$ cat src/rtl/mdio_pkg.sv
package mdio_pkg;
  localparam int PRE_BITS   = 32;
  localparam int ADDR_BITS  = 5;
  localparam int DATA_BITS  = 16;
  localparam int HDR_BITS   = PRE_BITS + 4 + 2 * ADDR_BITS;  // driven slots of a read
  localparam int FRM_BITS   = HDR_BITS + 2 + DATA_BITS;      // driven slots of a write
  localparam int FLUSH_BITS = 32;
  localparam int SLOT_W     = $clog2(HDR_BITS + 1 + FLUSH_BITS + 1);

  localparam logic [1:0] START_SHORT = 2'b01;
  localparam logic [1:0] START_EXT   = 2'b00;
  localparam logic [1:0] OPX_ADDR    = 2'b00;
  localparam logic [1:0] OPX_READ    = 2'b11;
  localparam logic [1:0] OPX_WRITE   = 2'b01;

  typedef logic [FRM_BITS-1:0] frame_t;

  typedef enum logic [1:0] {
    ST_IDLE = 2'd0,
    ST_RUN  = 2'd1,
    ST_DONE = 2'd2
  } mst_state_e;

  function automatic frame_t frame_word(input logic [1:0] st, input logic [1:0] op,
                                        input logic [ADDR_BITS-1:0] phy,
                                        input logic [ADDR_BITS-1:0] rg,
                                        input logic [DATA_BITS-1:0] pay);
    return {{PRE_BITS{1'b1}}, st, op, phy, rg, 2'b10, pay};
  endfunction
endpackage

$ cat src/rtl/mdio_mdc_gen.sv
module mdio_mdc_gen #(
  parameter int LO_DIV    = 25,
  parameter int HI_DIV    = 25,
  parameter int RX_HI_DIV = 35
) (
  input  logic clk,
  input  logic rst_n,
  input  logic run,
  input  logic rx_slot,
  output logic mdc,
  output logic slot_end
);
  localparam int MAX_A = (LO_DIV > HI_DIV) ? LO_DIV : HI_DIV;
  localparam int MAX_D = (MAX_A > RX_HI_DIV) ? MAX_A : RX_HI_DIV;
  localparam int CW    = $clog2(MAX_D + 1);

  logic [CW-1:0] cnt;
  logic          high;
  logic [CW-1:0] lo_end;
  logic [CW-1:0] hi_end;

  assign lo_end   = CW'(LO_DIV - 1);
  assign hi_end   = rx_slot ? CW'(RX_HI_DIV - 1) : CW'(HI_DIV - 1);
  assign slot_end = run & high & (cnt == hi_end);
  assign mdc      = high;

  always_ff @(posedge clk or negedge rst_n) begin
    if (!rst_n) begin
      cnt  <= '0;
      high <= 1'b0;
    end else if (!run) begin
      cnt  <= '0;
      high <= 1'b0;
    end else if (!high) begin
      if (cnt == lo_end) begin
        cnt  <= '0;
        high <= 1'b1;
      end else begin
        cnt <= cnt + 1'b1;
      end
    end else begin
      if (cnt == hi_end) begin
        cnt  <= '0;
        high <= 1'b0;
      end else begin
        cnt <= cnt + 1'b1;
      end
    end
  end


  mdc_idle_low_chk: assert property (@(posedge clk) disable iff (!rst_n)
    !run |=> !mdc);
endmodule

$ cat src/rtl/mdio_rx_path.sv
module mdio_rx_path
  import mdio_pkg::*;
(
  input  logic                 clk,
  input  logic                 rst_n,
  input  logic                 clear,
  input  logic                 sample,
  input  logic [SLOT_W-1:0]    slot,
  input  logic                 mdio_i,
  input  logic                 ignore,
  output logic                 ta_bad,
  output logic [DATA_BITS-1:0] rdata
);
  localparam logic [SLOT_W-1:0] TA_SLOT    = SLOT_W'(HDR_BITS);
  localparam logic [SLOT_W-1:0] DATA_FIRST = SLOT_W'(HDR_BITS + 1);
  localparam logic [SLOT_W-1:0] DATA_LAST  = SLOT_W'(HDR_BITS + DATA_BITS);

  logic [DATA_BITS-1:0] shreg;

  always_ff @(posedge clk or negedge rst_n) begin
    if (!rst_n) begin
      ta_bad <= 1'b0;
      shreg  <= '0;
    end else if (clear) begin
      ta_bad <= 1'b0;
      shreg  <= '0;
    end else if (sample) begin
      if (slot == TA_SLOT) begin
        ta_bad <= mdio_i & ~ignore;
      end else if (slot >= DATA_FIRST && slot <= DATA_LAST && !ta_bad) begin
        shreg <= {shreg[DATA_BITS-2:0], mdio_i};
      end
    end
  end

  assign rdata = ta_bad ? {DATA_BITS{1'b1}} : shreg;


  ta_flag_cause_chk: assert property (@(posedge clk) disable iff (!rst_n)
    $rose(ta_bad) |-> $past(mdio_i) && !$past(ignore));
endmodule

$ cat src/rtl/mdio_frame_ctl.sv
module mdio_frame_ctl
  import mdio_pkg::*;
(
  input  logic                 clk,
  input  logic                 rst_n,
  input  logic                 req_valid,
  input  logic                 req_write,
  input  logic                 req_c45,
  input  logic [ADDR_BITS-1:0] req_phy,
  input  logic [ADDR_BITS-1:0] req_reg,
  input  logic [DATA_BITS-1:0] req_addr,
  input  logic [DATA_BITS-1:0] req_wdata,
  input  logic [1:0]           c22_rd_op,
  input  logic [1:0]           c22_wr_op,
  input  logic [31:0]          ta_ignore_mask,
  input  logic                 slot_end,
  input  logic                 mdio_i,
  output logic                 run,
  output logic                 mdio_o,
  output logic                 mdio_oe,
  output logic                 busy,
  output logic                 rsp_done,
  output logic [DATA_BITS-1:0] rsp_rdata,
  output logic                 rsp_ta_err
);
  localparam logic [SLOT_W-1:0] RD_DRIVE  = SLOT_W'(HDR_BITS);
  localparam logic [SLOT_W-1:0] WR_DRIVE  = SLOT_W'(FRM_BITS);
  localparam logic [SLOT_W-1:0] WR_LAST   = SLOT_W'(FRM_BITS);
  localparam logic [SLOT_W-1:0] RD_LAST   = SLOT_W'(FRM_BITS - 1);
  localparam logic [SLOT_W-1:0] FLUSH_END = SLOT_W'(HDR_BITS + FLUSH_BITS);

  mst_state_e           state;
  logic                 addr_phase;
  logic                 is_read;
  logic                 lat_write;
  logic                 lat_ign;
  logic [ADDR_BITS-1:0] lat_phy;
  logic [ADDR_BITS-1:0] lat_reg;
  logic [DATA_BITS-1:0] lat_wdata;
  logic [SLOT_W-1:0]    slot;
  frame_t               tx;
  logic                 ta_bad;
  logic [DATA_BITS-1:0] rx_data;
  logic [SLOT_W-1:0]    last_slot;
  logic                 accept;

  assign accept    = (state == ST_IDLE) && req_valid;
  assign run       = (state == ST_RUN);
  assign busy      = (state != ST_IDLE);
  assign rsp_done  = (state == ST_DONE);
  assign mdio_oe   = run && (slot < (is_read ? RD_DRIVE : WR_DRIVE));
  assign mdio_o    = mdio_oe & tx[FRM_BITS-1];
  assign last_slot = !is_read ? WR_LAST : (ta_bad ? FLUSH_END : RD_LAST);

  mdio_rx_path u_rx (
    .clk    (clk),
    .rst_n  (rst_n),
    .clear  (state == ST_IDLE),
    .sample (slot_end && is_read),
    .slot   (slot),
    .mdio_i (mdio_i),
    .ignore (lat_ign),
    .ta_bad (ta_bad),
    .rdata  (rx_data)
  );

  always_ff @(posedge clk or negedge rst_n) begin
    if (!rst_n) begin
      state      <= ST_IDLE;
      addr_phase <= 1'b0;
      is_read    <= 1'b0;
      lat_write  <= 1'b0;
      lat_ign    <= 1'b0;
      lat_phy    <= '0;
      lat_reg    <= '0;
      lat_wdata  <= '0;
      slot       <= '0;
      tx         <= '0;
      rsp_rdata  <= '0;
      rsp_ta_err <= 1'b0;
    end else begin
      case (state)
        ST_IDLE: begin
          if (accept) begin
            lat_write <= req_write;
            lat_ign   <= ta_ignore_mask[req_phy];
            lat_phy   <= req_phy;
            lat_reg   <= req_reg;
            lat_wdata <= req_wdata;
            slot      <= '0;
            state     <= ST_RUN;
            if (req_c45) begin
              tx         <= frame_word(START_EXT, OPX_ADDR, req_phy, req_reg, req_addr);
              is_read    <= 1'b0;
              addr_phase <= 1'b1;
            end else begin
              tx         <= frame_word(START_SHORT, req_write ? c22_wr_op : c22_rd_op,
                                       req_phy, req_reg, req_wdata);
              is_read    <= !req_write;
              addr_phase <= 1'b0;
            end
          end
        end
        ST_RUN: begin
          if (slot_end) begin
            if (slot == last_slot) begin
              if (addr_phase) begin
                tx         <= frame_word(START_EXT, lat_write ? OPX_WRITE : OPX_READ,
                                         lat_phy, lat_reg, lat_wdata);
                is_read    <= !lat_write;
                addr_phase <= 1'b0;
                slot       <= '0;
              end else begin
                state      <= ST_DONE;
                rsp_rdata  <= is_read ? rx_data : '0;
                rsp_ta_err <= is_read & ta_bad;
              end
            end else begin
              slot <= slot + 1'b1;
              tx   <= {tx[FRM_BITS-2:0], 1'b0};
            end
          end
        end
        default: state <= ST_IDLE;
      endcase
    end
  end


  idle_quiet_chk: assert property (@(posedge clk) disable iff (!rst_n)
    !busy |-> !mdio_oe && !run);


  rd_release_chk: assert property (@(posedge clk) disable iff (!rst_n)
    (rsp_done && $past(is_read)) |-> !$past(mdio_oe));
endmodule

$ cat src/rtl/mdio_master.sv
module mdio_master
  import mdio_pkg::*;
#(
  parameter int LO_DIV    = 25,
  parameter int HI_DIV    = 25,
  parameter int RX_HI_DIV = 35
) (
  input  logic        clk,
  input  logic        rst_n,
  input  logic        req_valid,
  output logic        req_ready,
  input  logic        req_write,
  input  logic        req_c45,
  input  logic [4:0]  req_phy,
  input  logic [4:0]  req_reg,
  input  logic [15:0] req_addr,
  input  logic [15:0] req_wdata,
  input  logic [1:0]  c22_rd_op,
  input  logic [1:0]  c22_wr_op,
  input  logic [31:0] ta_ignore_mask,
  output logic        rsp_done,
  output logic [15:0] rsp_rdata,
  output logic        rsp_ta_err,
  output logic        busy,
  output logic        mdc,
  output logic        mdio_o,
  output logic        mdio_oe,
  input  logic        mdio_i
);
  logic run;
  logic slot_end;

  mdio_mdc_gen #(
    .LO_DIV    (LO_DIV),
    .HI_DIV    (HI_DIV),
    .RX_HI_DIV (RX_HI_DIV)
  ) u_clk (
    .clk      (clk),
    .rst_n    (rst_n),
    .run      (run),
    .rx_slot  (!mdio_oe),
    .mdc      (mdc),
    .slot_end (slot_end)
  );

  mdio_frame_ctl u_ctl (
    .clk            (clk),
    .rst_n          (rst_n),
    .req_valid      (req_valid),
    .req_write      (req_write),
    .req_c45        (req_c45),
    .req_phy        (req_phy),
    .req_reg        (req_reg),
    .req_addr       (req_addr),
    .req_wdata      (req_wdata),
    .c22_rd_op      (c22_rd_op),
    .c22_wr_op      (c22_wr_op),
    .ta_ignore_mask (ta_ignore_mask),
    .slot_end       (slot_end),
    .mdio_i         (mdio_i),
    .run            (run),
    .mdio_o         (mdio_o),
    .mdio_oe        (mdio_oe),
    .busy           (busy),
    .rsp_done       (rsp_done),
    .rsp_rdata      (rsp_rdata),
    .rsp_ta_err     (rsp_ta_err)
  );

  assign req_ready = !busy;


  take_sets_busy_chk: assert property (@(posedge clk) disable iff (!rst_n)
    req_valid && req_ready |=> busy && !req_ready);


  mdio_hold_chk: assert property (@(posedge clk) disable iff (!rst_n)
    mdc |-> $stable({mdio_o, mdio_oe}));


  done_released_chk: assert property (@(posedge clk) disable iff (!rst_n)
    rsp_done |-> !mdio_oe && !mdc);


  err_all_ones_chk: assert property (@(posedge clk) disable iff (!rst_n)
    rsp_done && rsp_ta_err |-> rsp_rdata == 16'hFFFF);
endmodule

$ cat config.mk
export PLATFORM = sky130hd
export DESIGN_NAME = mdio_master
export DESIGN_NICKNAME = d
export VERILOG_FILES = /design/src/rtl/mdio_pkg.sv /design/src/rtl/mdio_mdc_gen.sv /design/src/rtl/mdio_rx_path.sv /design/src/rtl/mdio_frame_ctl.sv /design/src/rtl/mdio_master.sv
export SDC_FILE = /design/constraint.sdc
export NUM_CORES = 1
export LEC_CHECK = 0
export BUFFER_PORTS_ARGS = -buffer_cell sky130_fd_sc_hd__buf_2
export CORE_UTILIZATION = 37
export CTS_BUF_LIST = sky130_fd_sc_hd__clkbuf_16
export CTS_CLUSTER_SIZE = 10
export DETAILED_ROUTE_END_ITERATION = 10
export PLACE_DENSITY = 0.67
export RECOVER_POWER = 25
export SLEW_MARGIN = 20
export SYNTH_ARGS = -nofsm -noshare
export SYNTH_HDL_FRONTEND = slang
export SYNTH_SLANG_ARGS = --single-unit
$ cat constraint.sdc
create_clock -name clk -period 5.6 [get_ports clk]
set_clock_uncertainty 0.05 [all_clocks]
set_input_delay 1.12 -clock clk [delete_from_list [all_inputs] [get_ports clk]]
set_output_delay 1.12 -clock clk [all_outputs]
set_load 0.01 [all_outputs]
; Yosys cells after proc, flatten, opt, wreduce, memory -nomap -nowiden
; Cells that the tools add are included.
[op_classes]
addsub = 2
order_cmp = 4
n_eq_ne = 13
n_mux = 52
bitwise = 7
reduce_logical = 23
[op_table]
columns = op, n
row1 = $mux 64, 4
row2 = $pmux 64 s2, 1
row3 = $mux 16, 6
row4 = $mux 7, 7
row5 = $mux 31, 1
row6 = $mux 6, 5
row7 = $mux 1, 17
row8 = $reduce_and 4->1, 4
row9 = $pmux 7 s2, 1
row10 = $mux 2, 6
row11 = $reduce_bool 2->1, 5
row12 = $ne 2x1->1 const B, 4
row13 = $add 7x1->7 const B, 1
row14 = $eq 7x6->1 const B, 1
row15 = $eq 7x7->1, 1
row16 = $ge 7x6->1 const B, 1
row17 = $le 7x6->1 const B, 1
row18 = $lt 7x7->1, 1
row19 = $add 6x1->6 const B, 1
row20 = $eq 6x5->1 const B, 1
row21 = $eq 6x6->1, 1
row22 = $lt 5x6->1 const B, 1
row23 = $and 1x1->1, 5
row24 = $bmux 1 s5, 1
row25 = other kinds (13), 24
[word_totals]
ff_bits = 144
input_bits = 84
out_inout_bits = 23
elab_cells = 117

; Longest topological paths before layout
; Gate-level depths: netlist of the first run.
[depth]
depth_word = 9
depth_mapped = 12
depth_no_buf = 8

; By module
; From an unflattened synthesis of the first run, not the netlist that was laid out.
[unflattened]
cells_unflattened = 659
hier_area_um2 = 7023.0
[by_module_without_submodules]
columns = module, n_inst, cells_each, area_per_inst_um2, seq_area_each_um2
row1 = mdio_frame_ctl, 1, 541, 5699.2, 3002.9
row2 = mdio_rx_path, 1, 80, 902.1, 425.4
row3 = mdio_mdc_gen, 1, 36, 414.1, 175.2
row4 = mdio_master, 1, 2, 7.5, 0.0

; Worst setup path before layout of the first run
; No wires, ideal clock.
[synth_path]
kind = register to output
from = reg u_ctl.is_read
to = out mdio_o
arrival_time_ns = 2.101
required_ns = 4.430
path_slack_ns = 2.329
stages_incl_launch_ff = 9
n_path_buf = 2
cell_sequence = dfrtp_1 > clkbuf_1 > clkbuf_1 > inv_1 > ha_1 > nor2b_1 > o2111ai_1 > and3_1 > and2_1
[synth_between]
elab_chain_cells = 4
[synth_rtl]
columns = item, line_no
row1 = "start, declared", mdio_frame_ctl.sv:34  ; logic is_read;
row2 = "start signal, assigned", mdio_frame_ctl.sv:99  ; is_read <= !req_write;
row3 = "start signal, assigned", mdio_frame_ctl.sv:110  ; is_read <= !lat_write;
row4 = $mux 7, mdio_frame_ctl.sv:51  ; assign mdio_oe = run && (slot < (is_read ? RD_DRIVE : WR_DRIVE));
row5 = $lt 7x7->1, mdio_frame_ctl.sv:51
row6 = $logic_and 1x1->1, mdio_frame_ctl.sv:51
row7 = net mdio_oe, mdio_master.sv:27  ; output logic mdio_oe,
row8 = $and 1x1->1, mdio_frame_ctl.sv:52  ; assign mdio_o = mdio_oe & tx[FRM_BITS-1];
row9 = "end, declared", mdio_master.sv:26  ; output logic mdio_o,
; The timed path passes the listed nets, and every way through them passes these cells.

; Final worst setup path of the first run
[layout_path]
from = reg u_ctl.is_read
to = out mdio_o
[layout_between]
elab_chain_cells = 4
[layout_rtl]
columns = item, line_no
row1 = $mux 7, mdio_frame_ctl.sv:51
row2 = $lt 7x7->1, mdio_frame_ctl.sv:51
row3 = $logic_and 1x1->1, mdio_frame_ctl.sv:51
row4 = $and 1x1->1, mdio_frame_ctl.sv:52
; No other way between the ends.

==> out/summary.txt, run 1 <==
crit path buf inv count: 2
die area: 20,500 um^2
die extent in y: 143 um
worst r2r src: u_ctl.is_read
final-report hold violation count: 0
Routed Antenna Nets: 0
Placed Cells: 1,002
worst skew pair latency: 0.42 ns
failing checks: max-capacitance violations, max-slew violations
largest register by flop count: u_ctl.tx
peak supply drop: 181 uV
Seq cells post-synth: 144
IO Pins: 107
Yosys top cell area share: 0.489
clock sink count: 144
Initial Util: 0.379
Critical Path Max Stage Delay: 0.74 ns
Port Buffers: 106
Clock Pin Slew Worst Setup and Hold Paths: 0.06 ns
Pre-antenna DRT Iters: 4
Rows: 51
Total GRT Usage: 0.150
Post-Syn Area: 7370 um^2
register-to-register setup slack: 1.74 ns
Crit. Startpoint: u_ctl.is_read
worst hold start: u_ctl.tx[4]
antenna diode count: 0
Lkg Pwr: 4.02 nW
GPL Wtd Cong: 0.804
Flop pwr share: 0.428
CTS tree: yes
Post-synth EDFFs: 0
worst r2r path cells: 9
Syn. warnings: 0
Max-slew headroom: -0.651
Hold Path Class: flop to flop
nets: 849
Pwr Density: 352 nW/um^2
share of layout cells above drive strength 1: 0.252
initial DRC count: 246
min Tclk post-route: 3.92 ns
Max-cap violations: 2
cell family with most CP delay: flip-flops
post-synthesis sequential area ratio: 0.489
grt ovf: 0
top cell types by occurrence after synthesis: 144 x dfrtp_1, 99 x mux2i_1, 62 x nor2_1
Crit path depth: 7
Post-Route WL: 14.3 mm
cells after synthesis: 663
Required @ worst endpoint: 4.43 ns
CP Class: flop to primary output
worst-margin pin slew: 2.48 ns
Crit Path Max Fanout: 22
Power Internal: 2.31 mW
critical path data arrival time: 2.75 ns
Distinct cells, synth: 55
status: finished, violations left
Synth Area per Inst: 11.1 um^2
Final Non-Filler Cells: 1,034
syn_nets: 756
final worst slack: 1.68 ns
CTS Hold Buffers Added: 0
cts bufs inserted: 17
switching part of the total power: 0.256
Clock power frac: 0.411
worst slack at placement: 1.76 ns
area occupied by multi-input gates: 3370 um^2
Worst setup EP type: primary output
CP Cell Sequence: inv_1 -> ha_1 -> nor2b_1 -> o2111ai_1 -> and3_1 -> and2_1 -> buf_2
H-tree lvl count: 4
setup tns final: 0 ns
Avg WL per Cell: 13.8 um
Fmax achieved: 255 MHz
# setup viols final: 0
vias in the first global route: 4,950
chip width: 143 um
Hold Slack: 0.433 ns
Util after Layout: 0.452
pin count of the biggest net entering global routing: 52
Startpoint Class: flop
max reg flops: 64
slowest cell on the critical path: dfrtp_1
Post-synth top flop: dfrtp_1
vias per cell: 4.92
post-CTS setup buffer count: 0
RSZ-0062 raised after global routing: false
Gate power share: 0.161
Worst Setup EP: mdio_o
count leader, synth: dfrtp_1
initial antenna violation count: 0
Synth area leaders: dfrtp_1 49%, mux2i_1 13%, mux2_1 4.9%, mux2_2 4.0%, nor2_1 3.2%
DPL Wire Length: 9.59 mm
largest area contributor in the synthesized netlist: dfrtp_1
routed vias: 5,091
sequential cell area: 3600 um^2
buffer depth of the longest clock path: 2
Slew Limit Fails: 78
core area: 19,500 um^2
Post-synth ARST share: 1.00
Fillers: 1,787
Area Overhead vs Synth: 19.4%
DRC Markers: 0
crit share post-route: 0.701
reg2reg end: u_ctl.tx[4]
first-pass GRT wire length: 24.0 mm
post-cts resize count: 0
Root Driver: clkbuf_16
Sw Pwr: 793 uW
==> per-layer routing <==
metal / GRT usage / share of wire
met2: 0.250 / 0.48
met3: 0.0322 / 0.038
met5: 0 / 0
met1: 0.193 / 0.47
met4: 0.0526 / 0.011
==> placed cells by master, fill, tap and decap left out, drive strengths merged, types with 3 or more instances in the layout <==
| cell type | n |
|---|---|
| dfrtp | 144 |
| o21a | 4 |
| nand2 | 24 |
| mux2i | 99 |
| a211oi | 18 |
| inv | 62 |
| bufinv | 6 |
| clkbuf | 21 |
| nor2b | 20 |
| ha | 9 |
| buf | 111 |
| mux2 | 58 |
| and3 | 3 |
| a31oi | 4 |
| clkinv | 6 |
| nand3 | 8 |
| mux4 | 10 |
| nand2b | 4 |
| o21ai | 34 |
| nor2 | 64 |
| a21oi | 25 |
| nor4b | 3 |
==> power groups by stage <==
stage          Clock (mW)  Combinational, mW  Sequential (mW)
2_1_floorplan           0              0.386             1.31
3_3_place_gp            0              0.496             1.34
3_5_place_dp            0              0.511             1.34
4_1_cts              1.30              0.514             1.33
5_1_grt              1.34              0.580             1.35
6_report             1.27              0.501             1.33
==> final cells by class <==
cell class	instances	area share
inverters	60	0.0256
multi-input cells	418	0.383
clock inverters	15	0.0277
well taps	265	0.0377
repair buffers	115	0.0682
flip-flops and latches	144	0.409
clock buffers	17	0.0483
==> cell families (layout without fill, tap and decap cells) <==
group / Yosys count / in the layout / synth area share
xor gates and xnor gates: 4 / 4 / 0.00476
DFF: 144 / 144 / 0.489
adders and majority gates: 9 / 9 / 0.0153
AOI/OAI and AO/OA: 101 / 101 / 0.0870
buffers and inverters: 101 / 207 / 0.0576
muxes: 167 / 167 / 0.254
and+or+nand+nor: 137 / 137 / 0.0926
==> worst register-to-register path: cells and delay by family (launching register included) <==
kind	cells	cell delay (ns)
muxes	1	0.34
adders and majority gates	1	0.34
AOI/OAI and AO/OA	3	1.31
DFF	1	0.74
buffers and inverters	2	0.61
and+or+nand+nor	2	0.37
==> how the worst min path moves through the flow <==
stage                     slack [ns]           end  cells past startpoint
final                           0.43   u_ctl.tx[4]                      1
after global routing            0.44   u_ctl.tx[4]                      1
after CTS                       0.44   u_ctl.tx[4]                      1
after detailed placement        0.42   u_ctl.tx[8]                      1
after global placement          0.41  u_ctl.tx[27]                      1
after floorplan                 0.40  u_ctl.tx[27]                      1
==> metrics by stage <==
stage	total power, mW	instance area (um^2)
detailed placement	1.86	8150
CTS	3.14	8820
global route	3.28	8800
global placement	1.84	8150
finish	3.10	8800
floorplan	1.69	7370
Note: power is estimated with default switching activity, not from simulation.
==> inputs of run 2 (changes only) <==
--- a/config.mk
+++ b/config.mk
@@ -5,12 +5,13 @@
 export SDC_FILE = /design/constraint.sdc
 export NUM_CORES = 1
 export LEC_CHECK = 0
+export ABC_AREA = 1
 export BUFFER_PORTS_ARGS = -buffer_cell sky130_fd_sc_hd__buf_2
 export CORE_UTILIZATION = 37
 export CTS_BUF_LIST = sky130_fd_sc_hd__clkbuf_16
 export CTS_CLUSTER_SIZE = 10
 export DETAILED_ROUTE_END_ITERATION = 10
-export PLACE_DENSITY = 0.67
+export PLACE_DENSITY = 0.69
 export RECOVER_POWER = 25
 export SLEW_MARGIN = 20
 export SYNTH_ARGS = -nofsm -noshare
==> constraint.sdc (replaced) <==
create_clock -name clk -period 3.2 [get_ports clk]
set_clock_uncertainty 0.05 [all_clocks]
set_input_delay 0.64 -clock clk [delete_from_list [all_inputs] [get_ports clk]]
set_output_delay 0.64 -clock clk [all_outputs]
set_load 0.01 [all_outputs]
==> out/summary.txt, run 2 <==
syn_nets: 1,138 (was 756)
critical path data arrival time: 2.24 ns (was 2.75 ns)
Seq cells post-synth: 144 (unchanged)
buffer depth of the longest clock path: 2 (unchanged)
reg2reg end: u_ctl.u_rx.shreg[5] (was u_ctl.tx[4])
final worst slack: 0.267 ns (was 1.68 ns)
CP Class: flop to primary output (unchanged)
worst hold start: req_reg[4] (was u_ctl.tx[4])
GPL Wtd Cong: 0.835 (was 0.804)
initial antenna violation count: 0 (unchanged)
failing checks: max-capacitance violations, max-slew violations (unchanged)
leading cell type in the layout, fill and taps excluded: nand2_1 (was dfrtp_1)
H-tree lvl count: 4 (unchanged)
clock sink count: 144 (unchanged)
antenna diode count: 0 (unchanged)
Clock Pin Slew Worst Setup and Hold Paths: 0.06 ns (about the same)
Hold Path Class: input pin to flop (was flop to flop)
IO Pins: 107 (unchanged)
Lkg Pwr: 4.98 nW (was 4.02 nW)
Total GRT Usage: 0.178 (was 0.150)
die area: 21,600 um^2 (was 20,500 um^2)
DRC Markers: 0 (unchanged)
grt ovf: 0 (unchanged)
Required @ worst endpoint: 2.51 ns (was 4.43 ns)
cells after synthesis: 1,045 (was 663)
worst skew pair latency: 0.43 ns (was 0.42 ns)
share of layout cells above drive strength 1: 0.198 (was 0.252)
Crit Path Max Fanout: 12 (was 22)
Pwr Density: 923 nW/um^2 (was 352 nW/um^2)
worst r2r path cells: 12 (was 9)
Fmax achieved: 341 MHz
setup tns final: 0 ns (unchanged)
routed vias: 6,844 (was 5,091)
most frequent cells in the layout: 385 x nand2_1, 144 x dfrtp_1, 105 x buf_2 (was 144 x dfrtp_1, 105 x buf_2, 99 x mux2i_1)
core area: 20,400 um^2 (was 19,500 um^2)
initial DRC count: 390 (was 246)
Worst Setup EP: mdio_o (unchanged)
Slew Limit Fails: 61 (was 78)
vias in the first global route: 6,549 (was 4,950)
worst r2r src: u_ctl.is_read (unchanged)
Post-synth ARST share: 1.00 (unchanged)
pin count of the biggest net entering global routing: 72 (was 52)
largest area contributor in the synthesized netlist: dfrtp_1 (unchanged)
Max-cap violations: 1 (was 2)
CTS tree: yes (unchanged)
RSZ-0062 raised after global routing: false (unchanged)
DPL Wire Length: 11.6 mm (was 9.59 mm)
worst-margin pin slew: 1.59 ns (was 2.48 ns)
cts bufs inserted: 17 (unchanged)
Startpoint Class: flop (unchanged)
Syn. warnings: 0 (unchanged)
final-report hold violation count: 0 (unchanged)
status: finished, violations left (unchanged)
Avg WL per Cell: 12.7 um (was 13.8 um)
worst slack at placement: 0.256 ns (was 1.76 ns)
Root Driver: clkbuf_16 (unchanged)
nets: 1,223 (was 849)
Synth Area per Inst: 7.43 um^2 (was 11.1 um^2)
CTS Hold Buffers Added: 0 (unchanged)
Post-synth EDFFs: 0 (unchanged)
Crit. Startpoint: u_ctl.is_read (unchanged)
Worst setup EP type: primary output (unchanged)
Post-synth top flop: dfrtp_1 (unchanged)
Util after Layout: 0.448 (was 0.452)
crit share post-route: 0.917
Synth area leaders: dfrtp_1 46%, nand2_1 19%, nor2_1 4.8%, nand3_1 4.8%, inv_1 4.1% (was dfrtp_1 49%, mux2i_1 13%, mux2_1 4.9%, mux2_2 4.0%, nor2_1 3.2%)
Post-Syn Area: 7760 um^2 (was 7370 um^2)
vias per cell: 4.84 (was 4.92)
Yosys top cell area share: 0.464 (was 0.489)
Area Overhead vs Synth: 18.0% (was 19.4%)
Post-Route WL: 18.0 mm (was 14.3 mm)
register-to-register setup slack: 0.44 ns (was 1.74 ns)
Rows: 52 (was 51)
Port Buffers: 106 (unchanged)
first-pass GRT wire length: 31.0 mm (was 24.0 mm)
Initial Util: 0.380 (was 0.379)
chip width: 147 um (was 143 um)
Max-slew headroom: -0.0631 (was -0.651)
count leader, synth: nand2_1 (was dfrtp_1)
die extent in y: 147 um (was 143 um)
top cell types by occurrence after synthesis: 385 x nand2_1, 144 x dfrtp_1, 100 x nor2_1 (was 144 x dfrtp_1, 99 x mux2i_1, 62 x nor2_1)
peak supply drop: 504 uV (was 181 uV)
post-synthesis sequential area ratio: 0.464 (was 0.489)
Distinct cells, synth: 29 (was 55)
min Tclk post-route: 2.93 ns
# setup viols final: 0 (unchanged)
largest register by flop count: u_ctl.tx (unchanged)
Routed Antenna Nets: 0 (unchanged)
max reg flops: 64 (unchanged)
Pre-antenna DRT Iters: 5 (was 4)
run 2: per-stage QoR:
stage               cells  cell area [um^2]  power (mW)  hold slack [ns]
floorplan            1045              7760        5.53            0.294
global placement     1381              8560        6.37            0.396
detailed placement   1381              8560        6.43            0.401
CTS                  1413              9170        8.54            0.152
global route         1413              9160        9.21            0.386
finish               1413              9160        8.46            0.401
run 2: area by class of cell:
class,instances,area [um^2]
clock buffers,17,425
clock inverters,15,183
fillers,2060,11300
inverters,90,338
multi-input cells,753,3570
flip-flops and latches,144,3600
well taps,270,338
repair buffers,124,699
run 2: layer usage:
| layer | global-route usage | part of all wire |
|---|---|---|
| met1 | 0.226 | 0.46 |
| met2 | 0.297 | 0.48 |
| met3 | 0.0500 | 0.052 |
| met4 | 0.0438 | 0.0066 |
| met5 | 0 | 0 |
run 2: worst min-delay path by stage:
stage	cells after the start	end	slack, ns
floorplan	0	u_clk.cnt[0]	0.29
global placement	2	u_ctl.tx[58]	0.40
detailed placement	2	u_ctl.tx[32]	0.40
CTS	1	u_ctl.rsp_rdata[11]	0.15
global route	2	u_ctl.lat_wdata[9]	0.39
finish	2	u_ctl.lat_reg[4]	0.40
run 2: repair_timing:
item	in CTS	in global routing
endpoints found under the setup margin	0	16
gates resized for setup	0	1
setup buffers	0	0
endpoints found under the hold margin	0	0
run 2: kinds of logic after synthesis:
group,share of synthesized area
xor+xnor,0.00790
fa+ha+maj,0.0145
flops,0.464
buf+inv,0.0769
simple gates,0.351
mux,0.0305
compound gates,0.0545
run 2: power breakdown:
part	internal [mW]	switching [mW]	total, mW
sequential	2.47	0.354	2.83
combinational	1.31	2.26	3.57
clock	1.24	0.821	2.06
run 2: critical path: stages (launching register included):
cell,delay [ns]
dfrtp_1,0.60
inv_1,0.18
ha_1,0.31
inv_1,0.08
o21bai_1,0.06
nand2_1,0.10
nand3_1,0.13
nor2_1,0.19
buf_2,0.16
==> inputs of run 3 (changes only) <==
--- a/config.mk
+++ b/config.mk
@@ -5,14 +5,12 @@
 export SDC_FILE = /design/constraint.sdc
 export NUM_CORES = 1
 export LEC_CHECK = 0
-export ABC_AREA = 1
 export BUFFER_PORTS_ARGS = -buffer_cell sky130_fd_sc_hd__buf_2
 export CORE_UTILIZATION = 37
 export CTS_BUF_LIST = sky130_fd_sc_hd__clkbuf_16
 export CTS_CLUSTER_SIZE = 10
 export DETAILED_ROUTE_END_ITERATION = 10
 export PLACE_DENSITY = 0.69
-export RECOVER_POWER = 25
 export SLEW_MARGIN = 20
 export SYNTH_ARGS = -nofsm -noshare
 export SYNTH_HDL_FRONTEND = slang
==> out/summary.txt, run 3 (synthesis gave the netlist of run 1 again) <==
Slew Limit Fails: 0 (was 61)
overall power: 5.06 mW (was 8.46 mW)
vias per cell: 4.89 (was 4.84)
Required @ worst endpoint: 2.51 ns (about the same)
cell family with most CP delay: simple AND/OR/NAND/NOR gates (was flip-flops)
cts bufs inserted: 17 (unchanged)
# setup viols final: 0 (unchanged)
RSZ-0062 raised after global routing: false (unchanged)
CP Cell Sequence: ha_1 -> nor2b_1 -> o2111ai_1 -> and3_1 -> and2_1 -> buf_2 (was inv_1 -> ha_1 -> inv_1 -> o21bai_1 -> nand2_1 -> nand3_1 -> nor2_1 -> buf_2)
initial DRC count: 285 (was 390)
Initial Util: 0.379 (was 0.380)
crit path buf inv count: 1 (was 3)
core area: 19,500 um^2 (was 20,400 um^2)
routed vias: 5,077 (was 6,844)
Util after Layout: 0.449 (was 0.448)
CP Class: flop to primary output (unchanged)
status: finished, final reports clean (was finished, violations left)
Routed Antenna Nets: 0 (unchanged)
peak supply drop: 328 uV (was 504 uV)
largest register by flop count: u_ctl.tx (unchanged)
Crit Path Max Fanout: 7 (was 12)
leading cell type in the layout, fill and taps excluded: dfrtp_1 (was nand2_1)
min Tclk post-route: 2.97 ns (was 2.93 ns)
die area: 20,500 um^2 (was 21,600 um^2)
Worst setup EP type: primary output (unchanged)
nets: 853 (was 1,223)
CTS tree: yes (unchanged)
antenna diode count: 0 (unchanged)
Post-Route WL: 14.3 mm (was 18.0 mm)
max reg flops: 64 (unchanged)
Lkg Pwr: 3.99 nW (was 4.98 nW)
Port Buffers: 106 (unchanged)
Clock Pin Slew Worst Setup and Hold Paths: 0.07 ns (was 0.06 ns)
initial antenna violation count: 0 (unchanged)
most frequent cells in the layout: 144 x dfrtp_1, 105 x buf_2, 99 x mux2i_1 (was 385 x nand2_1, 144 x dfrtp_1, 105 x buf_2)
GPL Wtd Cong: 0.790 (was 0.835)
Critical Path Max Stage Delay: 0.44 ns (was 0.60 ns)
vias in the first global route: 4,926 (was 6,549)
final-report hold violation count: 0 (unchanged)
post-cts resize count: 0 (unchanged)
IO Pins: 107 (unchanged)
Max-slew headroom: 0.383 (was -0.0631)
Area Overhead vs Synth: 18.6% (was 18.0%)
Fillers: 1,833 (was 2,060)
Hold Path Class: input pin to async pin (was input pin to flop)
first-pass GRT wire length: 24.0 mm (was 31.0 mm)
crit share post-route: 0.927 (was 0.917)
Pre-antenna DRT Iters: 4 (was 5)
clock sink count: 144 (unchanged)
Avg WL per Cell: 13.8 um (was 12.7 um)
setup tns final: 0 ns (unchanged)
die extent in y: 143 um (was 147 um)
grt ovf: 0 (unchanged)
CTS Hold Buffers Added: 0 (unchanged)
Fmax achieved: 337 MHz (was 341 MHz)
Startpoint Class: flop (unchanged)
critical path data arrival time: 2.28 ns (was 2.24 ns)
share of layout cells above drive strength 1: 0.261 (was 0.198)
pin count of the biggest net entering global routing: 65 (was 72)
worst-margin pin slew: 0.925 ns (was 1.59 ns)
worst skew pair latency: 0.42 ns (was 0.43 ns)
Total GRT Usage: 0.151 (was 0.178)
Root Driver: clkbuf_16 (unchanged)
Hold Slack: 0.105 ns (was 0.401 ns)
slowest cell on the critical path: dfrtp_1 (unchanged)
post-CTS setup buffer count: 0 (unchanged)
H-tree lvl count: 4 (unchanged)
DRC Markers: 0 (unchanged)
buffer depth of the longest clock path: 2 (unchanged)
chip width: 143 um (was 147 um)
Max-cap violations: 0 (was 1)
DPL Wire Length: 9.61 mm (was 11.6 mm)
Rows: 51 (was 52)
Pwr Density: 579 nW/um^2 (was 923 nW/um^2)
-- run 3: metal layers --
metal | vias up | track usage | share of wire
li1 | 2503 | - | -
met1 | 2447 | 0.194 | 0.47
met2 | 115 | 0.247 | 0.47
met3 | 12 | 0.0362 | 0.039
met4 | 0 | 0.0515 | 0.012
met5 | - | 0 | 0
-- run 3: worst reg2reg max path, cell delays in order, from the launching register on --
cell and delay (ns):
dfrtp_1 0.44, ha_1 0.34, nor2b_1 0.13, o2111ai_1 0.37, a31o_2 0.30, a211o_1 0.76, mux2i_1 0.29
-- run 3: metrics by stage --
step / instance area (um^2) / std cells / setup WS (ns)
3_5_place_dp: 8190 / 1006 / 0.430
6_report: 8740 / 1038 / 0.234
3_3_place_gp: 8190 / 1006 / 0.549
2_1_floorplan: 7370 / 663 / 0.237
5_1_grt: 8740 / 1038 / 0.117
4_1_cts: 8740 / 1038 / 0.180
-- run 3: final cells by class --
type                            count  area, um^2  area share
Clock buffer                       17         425      0.0487
Clock inverter                     15         125      0.0143
Inverter                           60         225      0.0258
Multi-Input combinational cell    418        3370       0.386
Sequential cell                   144        3600       0.412
Tap cell                          265         332      0.0379
Timing Repair Buffer              119         659      0.0754
-- run 3: path summary, 6_finish.rpt --
check,cells past startpoint,slack (ns),to,startpoint
worst max-delay path,6,0.23,mdio_o,u_ctl.slot[2]
worst min-delay path,1,0.11,u_ctl.rsp_rdata[8],rst_n
worst max register to register,6,0.44,u_ctl.rsp_rdata[13],u_ctl.slot[2]
worst min register to register,1,0.43,u_ctl.tx[1],u_ctl.tx[1]
max in group asynchronous,2,2.24,u_ctl.lat_wdata[1],rst_n
min in group clk,2,0.41,u_ctl.lat_reg[2],req_reg[2]
-- run 3: where the power goes --
part	internal, mW	switching, mW
Combinational	0.469	0.423
Sequential	2.11	0.207
Clock	1.01	0.833
Total	3.59	1.46
